**src/rtl/tbf_pkg.sv**
```systemverilog
package tbf_pkg;

    localparam int SDW   = 8;                         // short payload width
    localparam int LAW   = 8;                         // long qualifier width
    localparam int LDW   = 16;                        // long address width
    localparam int SCW   = 5;                         // short check bits
    localparam int LCW   = 6;                         // long check bits
    localparam int LRSV  = 9;                         // long reserved bits
    localparam int PW    = LAW + LDW;                 // widest protected payload
    localparam int HW    = 6;                         // check vector width
    localparam int SLEN  = 2 + SDW + SCW + 1;         // 16
    localparam int LLEN  = 2 + LAW + LDW + LCW + LRSV + 1; // 42
    localparam int FW    = LLEN;                      // shift register width
    localparam int CNTW  = $clog2(FW + 1);
    localparam int NSRC  = 4;

    typedef enum logic [1:0] {
        SRC_CRST = 2'd0,
        SRC_L2   = 2'd1,
        SRC_CTL  = 2'd2,
        SRC_DEST = 2'd3
    } src_e;

    // Positional parity over the first k bits of d.
    // Result: {overall, h4, h3, h2, h1, h0}.
    function automatic logic [HW-1:0] ham_check(input logic [PW-1:0] d, input int k);
        logic [HW-1:0] c;
        logic [7:0]    pos;
        c   = '0;
        pos = 8'd3;
        for (int j = 0; j < PW; j++) begin
            if (j < k) begin
                for (int i = 0; i < HW - 1; i++) begin
                    if (pos[i]) c[i] = c[i] ^ d[j];
                end
                pos = pos + 8'd1;
                if ((pos & (pos - 8'd1)) == 8'd0) pos = pos + 8'd1;
            end
        end
        c[HW-1] = (^d) ^ (^c[HW-2:0]);
        return c;
    endfunction

endpackage

```
**src/rtl/tbf_arb.sv**
```systemverilog
module tbf_arb #(
    parameter int N = 4
) (
    input  logic         en,
    input  logic [N-1:0] req,
    output logic [N-1:0] gnt
);

    for (genvar i = 0; i < N; i++) begin : g_pri
        if (i == 0) begin : g_top
            assign gnt[i] = en & req[i];
        end else begin : g_low
            assign gnt[i] = en & req[i] & ~(|req[i-1:0]);
        end
    end

endmodule

```
**src/rtl/tbf_framer.sv**
```systemverilog
module tbf_framer
    import tbf_pkg::*;
(
    input  logic [NSRC-1:0] gnt,
    input  logic [SDW-1:0]  crst_data,
    input  logic [SDW-1:0]  l2_data,
    input  logic [SDW-1:0]  ctl_data,
    input  logic [LAW-1:0]  dest_qual,
    input  logic [LDW-1:0]  dest_addr,
    output logic            load,
    output logic [FW-1:0]   frame,
    output logic [CNTW-1:0] len
);

    logic [SDW-1:0] sdata;
    logic [HW-1:0]  hs;
    logic [HW-1:0]  hl;
    logic [FW-1:0]  short_f;
    logic [FW-1:0]  long_f;

    always_comb begin
        if (gnt[SRC_CRST])    sdata = crst_data;
        else if (gnt[SRC_L2]) sdata = l2_data;
        else                  sdata = ctl_data;
    end

    assign hs = ham_check({{(PW-SDW){1'b0}}, sdata}, SDW);
    assign hl = ham_check({dest_qual, dest_addr}, PW);

    assign short_f = {1'b0, 1'b0, sdata, hs[HW-1], hs[SCW-2:0], 1'b1,
                      {(FW-SLEN){1'b0}}};
    assign long_f  = {1'b0, 1'b1, dest_qual, dest_addr, hl,
                      {LRSV{1'b0}}, 1'b1};

    assign load  = |gnt;
    assign frame = gnt[SRC_DEST] ? long_f : short_f;
    assign len   = gnt[SRC_DEST] ? CNTW'(LLEN) : CNTW'(SLEN);

endmodule

```
**src/rtl/tbf_lane_mux.sv**
```systemverilog
module tbf_lane_mux
    import tbf_pkg::*;
(
    input  logic            clk,
    input  logic            rst_n,
    input  logic            trig,
    input  logic            load,
    input  logic [FW-1:0]   frame,
    input  logic [CNTW-1:0] len,
    output logic            lane_a,
    output logic            lane_b,
    output logic            busy
);

    typedef struct packed {
        logic [FW-1:0]   sh;
        logic [CNTW-1:0] cnt;
        logic            a;
    } lane_t;

    lane_t st_d, st_q;

    always_comb begin
        st_d   = st_q;
        st_d.a = trig;
        if (load) begin
            st_d.sh  = frame;
            st_d.cnt = len;
        end else if (st_q.cnt != '0) begin
            st_d.sh  = {st_q.sh[FW-2:0], 1'b1};
            st_d.cnt = st_q.cnt - CNTW'(1);
        end
    end

    always_ff @(posedge clk or negedge rst_n) begin
        if (!rst_n) begin
            st_q.sh  <= '1;
            st_q.cnt <= '0;
            st_q.a   <= 1'b0;
        end else begin
            st_q <= st_d;
        end
    end

    assign busy   = (st_q.cnt != '0);
    assign lane_b = busy ? st_q.sh[FW-1] : 1'b1;
    assign lane_a = st_q.a;

endmodule

```
**src/rtl/tbf_gen.sv**
```systemverilog
module tbf_gen
    import tbf_pkg::*;
(
    input  logic           clk,
    input  logic           rst_n,
    input  logic           trig_accept,
    input  logic           crst_valid,
    input  logic [SDW-1:0] crst_data,
    output logic           crst_ready,
    input  logic           l2_valid,
    input  logic [SDW-1:0] l2_data,
    output logic           l2_ready,
    input  logic           ctl_valid,
    input  logic [SDW-1:0] ctl_data,
    output logic           ctl_ready,
    input  logic           dest_valid,
    input  logic [LAW-1:0] dest_qual,
    input  logic [LDW-1:0] dest_addr,
    output logic           dest_ready,
    output logic           lane_a,
    output logic           lane_b
);

    logic [NSRC-1:0] req;
    logic [NSRC-1:0] gnt;
    logic            busy;
    logic            load;
    logic [FW-1:0]   frame;
    logic [CNTW-1:0] len;

    assign req = {dest_valid, ctl_valid, l2_valid, crst_valid};

    tbf_arb #(.N(NSRC)) arb_i (
        .en  (rst_n & ~busy),
        .req (req),
        .gnt (gnt)
    );

    tbf_framer framer_i (
        .gnt       (gnt),
        .crst_data (crst_data),
        .l2_data   (l2_data),
        .ctl_data  (ctl_data),
        .dest_qual (dest_qual),
        .dest_addr (dest_addr),
        .load      (load),
        .frame     (frame),
        .len       (len)
    );

    tbf_lane_mux lane_i (
        .clk    (clk),
        .rst_n  (rst_n),
        .trig   (trig_accept),
        .load   (load),
        .frame  (frame),
        .len    (len),
        .lane_a (lane_a),
        .lane_b (lane_b),
        .busy   (busy)
    );

    assign crst_ready = gnt[SRC_CRST];
    assign l2_ready   = gnt[SRC_L2];
    assign ctl_ready  = gnt[SRC_CTL];
    assign dest_ready = gnt[SRC_DEST];

endmodule

```
**config.mk**
```make
export PLATFORM = sky130hd
export DESIGN_NAME = tbf_gen
export DESIGN_NICKNAME = d
export VERILOG_FILES = /design/src/rtl/tbf_pkg.sv /design/src/rtl/tbf_arb.sv /design/src/rtl/tbf_framer.sv /design/src/rtl/tbf_lane_mux.sv /design/src/rtl/tbf_gen.sv
export SDC_FILE = /design/constraint.sdc
export NUM_CORES = 1
export LEC_CHECK = 0
export ABC_AREA = 1
export BUFFER_PORTS_ARGS = -buffer_cell sky130_fd_sc_hd__buf_2
export CAP_MARGIN = 10
export CORE_UTILIZATION = 55
export CTS_CLUSTER_DIAMETER = 100
export DETAILED_ROUTE_END_ITERATION = 8
export GPL_TIMING_DRIVEN = 0
export PLACE_DENSITY = 0.78
export SYNTH_ARGS = -nofsm -noshare
export SYNTH_HDL_FRONTEND = slang
export SYNTH_SLANG_ARGS = --single-unit
```
**constraint.sdc**
```tcl
create_clock -name clk -period 3 [get_ports clk]
set_input_delay 0.6 -clock clk [delete_from_list [all_inputs] [get_ports clk]]
set_output_delay 0.6 -clock clk [all_outputs]
set_load 0.01 [all_outputs]
```
== Word level (Yosys, flattened, before mapping) ==
Index checks and enable logic that the tools add are counted.

* Flip-flop bits (word level): 49
* Output and inout bits: 6
* Logic and storage cells: 109

* $add $sub $neg: 1
* Mux-type cells: 7
* Bitwise operators: 89
* Reductions and logical operators: 9

{| class="wikitable"
|+ Operators with widths
! kind !! number
|-
| two-way mux 48 bit || 2
|-
| bitwise XOR 1 bit || 77
|-
| parity 24 bit || 2
|-
| two-way mux 41 bit || 1
|-
| two-way mux 8 bit || 2
|-
| parity 5 bit || 2
|-
| AND 1 bit || 8
|-
| two-way mux 6 bit || 1
|-
| nonzero test 6 bit || 1
|-
| subtractor 6 x 1 -> 6 bit (second input constant) || 1
|-
| inverter 1 bit || 4
|-
| OR reduction 4 bit || 1
|-
| OR reduction 3 bit || 1
|-
| nonzero test 2 bit || 1
|-
| OR reduction 2 bit || 1
|-
| two-way mux 1 bit || 1
|}

== Logic depth before layout (Yosys ltp) ==
* Depth in word-level cells: 17
* Mapped depth: 21
* Mapped depth without buffers: 21

== Modules after synthesis ==
A second synthesis with hierarchy kept.

* Cells, all modules: 781
* Area, all modules: 4901.0 um2

{| class="wikitable"
|+ Modules (own cells, without submodules)
! module !! instances !! cells each !! area each (um2) !! sequential area each (um2)
|-
| tbf_lane_mux || 1 || 323 || 2831.5 || 1278.7
|-
| tbf_framer || 1 || 446 || 2021.9 || 0.0
|-
| tbf_arb || 1 || 10 || 37.5 || 0.0
|-
| tbf_gen || 1 || 2 || 10.0 || 0.0
|}

== Worst setup path after synthesis ==
No wires, ideal clock.

* Path type: input to output
* Start point: input port crst_valid
* End point: output port dest_ready
* Data arrival time: 1.690 ns
* Required time: 2.400 ns
* Path slack: 0.710 ns
* Cell stages on the path: 7
* Path through: buf_4 -> inv_1 -> nand2_1 -> nor2_1 -> inv_1 -> nor3_4 -> buf_2

* Cells in the longest elaborated chain, start to end: 3

{| class="wikitable"
|+ Ends and longest elaborated chain
! what !! line !! source
|-
| from (decl) || tbf_gen.sv:7 || <nowiki>input logic crst_valid,</nowiki>
|-
| OR reduction 3 bit || tbf_arb.sv:13 || <nowiki>assign gnt[i] = en & req[i] & ~(|req[i-1:0]);</nowiki>
|-
| inverter 1 bit || tbf_arb.sv:13 ||
|-
| AND 1 bit || tbf_arb.sv:13 ||
|-
| to (decl) || tbf_gen.sv:19 || <nowiki>output logic dest_ready,</nowiki>
|}

Every way passes these cells.

== Worst setup path after layout ==
* Start point: register lane_i.st_q[1] (netlist bit)
* End point: output port dest_ready

* Cells in the longest elaborated chain, start to end: 5

{| class="wikitable"
|+ Ends and longest elaborated chain
! what !! line !! source
|-
| from (decl) || tbf_lane_mux.sv:21 || <nowiki>lane_t st_d, st_q;</nowiki>
|-
| from (signal assigned) || tbf_lane_mux.sv:41 || <nowiki>st_q <= st_d;</nowiki>
|-
| nonzero test 6 bit || tbf_lane_mux.sv:45 || <nowiki>assign busy = (st_q.cnt != '0);</nowiki>
|-
| inverter 1 bit || tbf_gen.sv:34 || <nowiki>.en (rst_n & ~busy),</nowiki>
|-
| AND 1 bit || tbf_gen.sv:34 ||
|-
| AND 1 bit (2 in series) || tbf_arb.sv:13 ||
|}

Every way passes these cells.

==> flow_summary_export.csv <==
group,metric,value,unit
flow_run,cap_violations,0,
clocking,cts.path.max_buffers,2,
detailed_routing,drc_errors,0,
finish,nFillCells,618,
sta,worst_slew_pin_slew,0.475,ns
detailed_routing,drtIter0Drc,213,
sta,setup_violations,0,
clocking,tritoncts,"done",
synthesis,synth_xor_area_share,11.8,%
synthesis,syn_area_per_cell,7.06,sq um
detailed_routing,wl_per_cell,13.3,microns
sta,fin_skew,0.00946,ns
placement,dp_hpwl,7420,microns
grt,antenna_found_initial,0,
synthesis,synth_mux_area_share,0,%
grt,grt_use_total,27.4,%
critical_path,r2r_slack,0.37,ns
floorplanning,initial_utilization,57.6,%
critical_path,path_cells,"inv_1, ha_1, nand3_4, nor2_8, buf_12, inv_2, nor3_4, buf_4, buf_2",
floorplanning,die_w,86.6,microns
critical_path,path_class,"flip-flop to output pin",
run_status,status,"complete, no violations",
sta,fmax,350,MHz
synthesis,syn_inst,557,
power,p_per_area,721,nW/um^2
synthesis,synth-seq-cells,49,
placement,place_congestion,0.868,
critical_path,r2r_cells,12,
min_path,hold_class,"primary input to async pin",
synthesis,synth_nets,614,
finish,nets,679,
clocking,cts_sinks,49,
detailed_routing,antenna_left,0,
power,vdd_drop_max,0.297,mV
sta,hold_violations,0,
synthesis,synth_fa_ha_area_share,0.636,%
clocking,cts-buffers-inserted,5,
floorplanning,fp.dieH,86.6,microns
synthesis,synth.cell_area,3930,sq um
synthesis,seq_area_frac_synth,32.5,%
grt,grt_pass1_wl,16200,microns
clocking,path_clk_slew,0.08,ns
detailed_routing,vias,3764,
floorplanning,fp.coreArea,6830,sq um
synthesis,yosys.area_share.simple,31.0,%
critical_path,cp_top_family,"buffers and inverters",
detailed_routing,wirelength,9570,microns
finish,drive_gt1_share,25.0,%
grt,grt-ovfl-total,0,
critical_path,cp_data_arrival_time,2.26,ns
critical_path,start_kind,"flip-flop",
critical_path,required,2.40,ns
synthesis,synth_warnings,0,
synthesis,synth_top_family_by_area,"simple AND/OR/NAND/NOR gates",
critical_path,path_buf_inv,5,
clocking,cts_hold_buffers,0,
power,power.total,3.24,mW
sta,layout_min_cycle_time,2.86,ns
synthesis,synth-compound-area-share,13.1,%
placement,postPlaceCellArea,4340,sq um
critical_path,end_kind,"output pin",
sta,finalHoldWorstSlack,0.187,ns
finish,antenna_cells,0,
sta,post-route-period-util,95.2,%
floorplanning,die_area,7490,sq um
floorplanning,fp-row-count,30,
finish,stdcell_area,4490,sq um
power,power.leakage,2.44,nW
critical_path,worstPathMaxFanout,10,
grt,grt_pass1_vias,3526,
synthesis,synth.distinct_cells,37,
clocking,h-tree-depth,2,
detailed_routing,via_per_inst,5.24,
critical_path,path_depth,9,
clocking,root_buffer,"clkbuf_8",
clocking,clock_latency,0.30,ns
sta,slew_violations,0,
sta,relSlewSlack,68.1,%
critical_path,max_stage_delay,0.42,ns
critical_path,r2r-end,"lane_i.st_q[45]",
sta,rsz0062_at_grt,"false",
detailed_routing,drtPass1Iterations,5,
grt,grt_max_degree,53,
critical_path,r2r_start,"lane_i.st_q[1]",
floorplanning,pin_count,61,
critical_path,critPathSlowestCell,"dfrtp_1",
placement,port_buffers,57,
finish,area_growth,14.2,%
==> synth_stat cells (all sizes together) <==
cell / count / area [sq um]
a21o: 1 / 7.51
a21oi: 8 / 40.0
a22o: 1 / 8.76
a22oi: 2 / 15.0
a31oi: 3 / 18.8
buf: 10 / 67.6
clkbuf: 8 / 30.0
clkinv: 1 / 3.75
dfrtp: 7 / 175
dfstp: 42 / 1100
ha: 2 / 25.0
inv: 87 / 327
nand2: 184 / 713
nand3: 52 / 343
nand4: 2 / 12.5
nor2: 23 / 130
nor3: 2 / 21.3
o211ai: 6 / 45.0
o21a: 1 / 7.51
o21ai: 33 / 173
o221ai: 8 / 70.1
o22ai: 21 / 131
xnor2: 24 / 210
xor2: 29 / 254
==> cell usage in the layout (no fill, tap or decap), drive strengths merged, types with 3 or more instances in the layout <==
cell type | synthesis | layout
clkbuf | 8 | 13
inv | 87 | 87
buf | 10 | 68
dfrtp | 7 | 7
nor2 | 23 | 23
xor2 | 29 | 29
o221ai | 8 | 8
nand2 | 184 | 184
a31oi | 3 | 3
nand3 | 52 | 52
dfstp | 42 | 42
xnor2 | 24 | 24
a21oi | 8 | 8
o22ai | 21 | 21
o211ai | 6 | 6
o21ai | 33 | 33
==> final cells by class <==
cell class                 count  area [sq um]  area share [%]
buffer                        18           100            2.23
clock buffer                   5          68.8            1.53
clock inverter                 3          65.1            1.45
inverter                      88           330            7.35
multi-input combinational    402          2230            49.6
sequential                    49          1280            28.5
tap                           96           120            2.67
timing repair buffer          58           303            6.74
==> worst reg2reg max path: stages (launching register included) <==
cell,delay (ns)
dfrtp_1,0.42
inv_1,0.10
ha_1,0.22
nand3_4,0.17
nor2_8,0.18
buf_12,0.16
inv_2,0.07
nor3_4,0.27
buf_4,0.23
inv_2,0.11
buf_2,0.22
o211ai_1,0.25
o221ai_1,0.16
==> metrics by stage <==
stage / instances / setup slack [ns] / utilization, % / TNS, ns
after floorplan: 557 / 0.710 / - / 0
after detailed placement: 710 / -0.697 / 63.5 / -15.71
after CTS: 719 / 0.0645 / 65.7 / 0
after global routing: 719 / 0.00229 / 65.8 / 0
final: 719 / 0.143 / 65.8 / 0
after global placement: 710 / -0.634 / 63.5 / -11.99
==> worst max-delay path by stage <==
stage	start	end
after floorplan	crst_valid	dest_ready
after global placement	rst_n	dest_ready
after detailed placement	rst_n	dest_ready
after CTS	lane_i.st_q[1]	dest_ready
after global routing	lane_i.st_q[1]	dest_ready
final	lane_i.st_q[1]	dest_ready
==> where the power goes <==
part           total, mW  switching (mW)  internal [mW]
logic               1.42           0.855          0.567
clock network      0.548           0.217          0.331
registers           1.27           0.128           1.14
==> registers in the layout (all words and copies together) (netlist names) <==
register,count
lane_i.st_q,48
lane_i.lane_a,1
==> layer usage <==
metal	up-vias	part of all wire (%)	track usage, %
li1	1900	-	-
met2	109	48	45.2
met3	13	5.0	3.33
met4	0	1.2	5.91
met1	1742	46	38.8
met5	-	0	0
==> logic make-up (layout without fill, tap and decap cells) <==
logic type | count (synthesis) | after routing
buf+inv | 106 | 172
compound gates | 84 | 84
fa+ha+maj | 2 | 2
simple gates | 263 | 263
xor+xnor | 53 | 53
flops | 49 | 49
==> repair_timing <==
action                                  CTS  global route
endpoints found under the setup margin   32             1
pin swaps                                 1             0
gates resized for setup                   3             2
buffers inserted                          1             0
No activity file was read; power rests on OpenSTA's default activity.
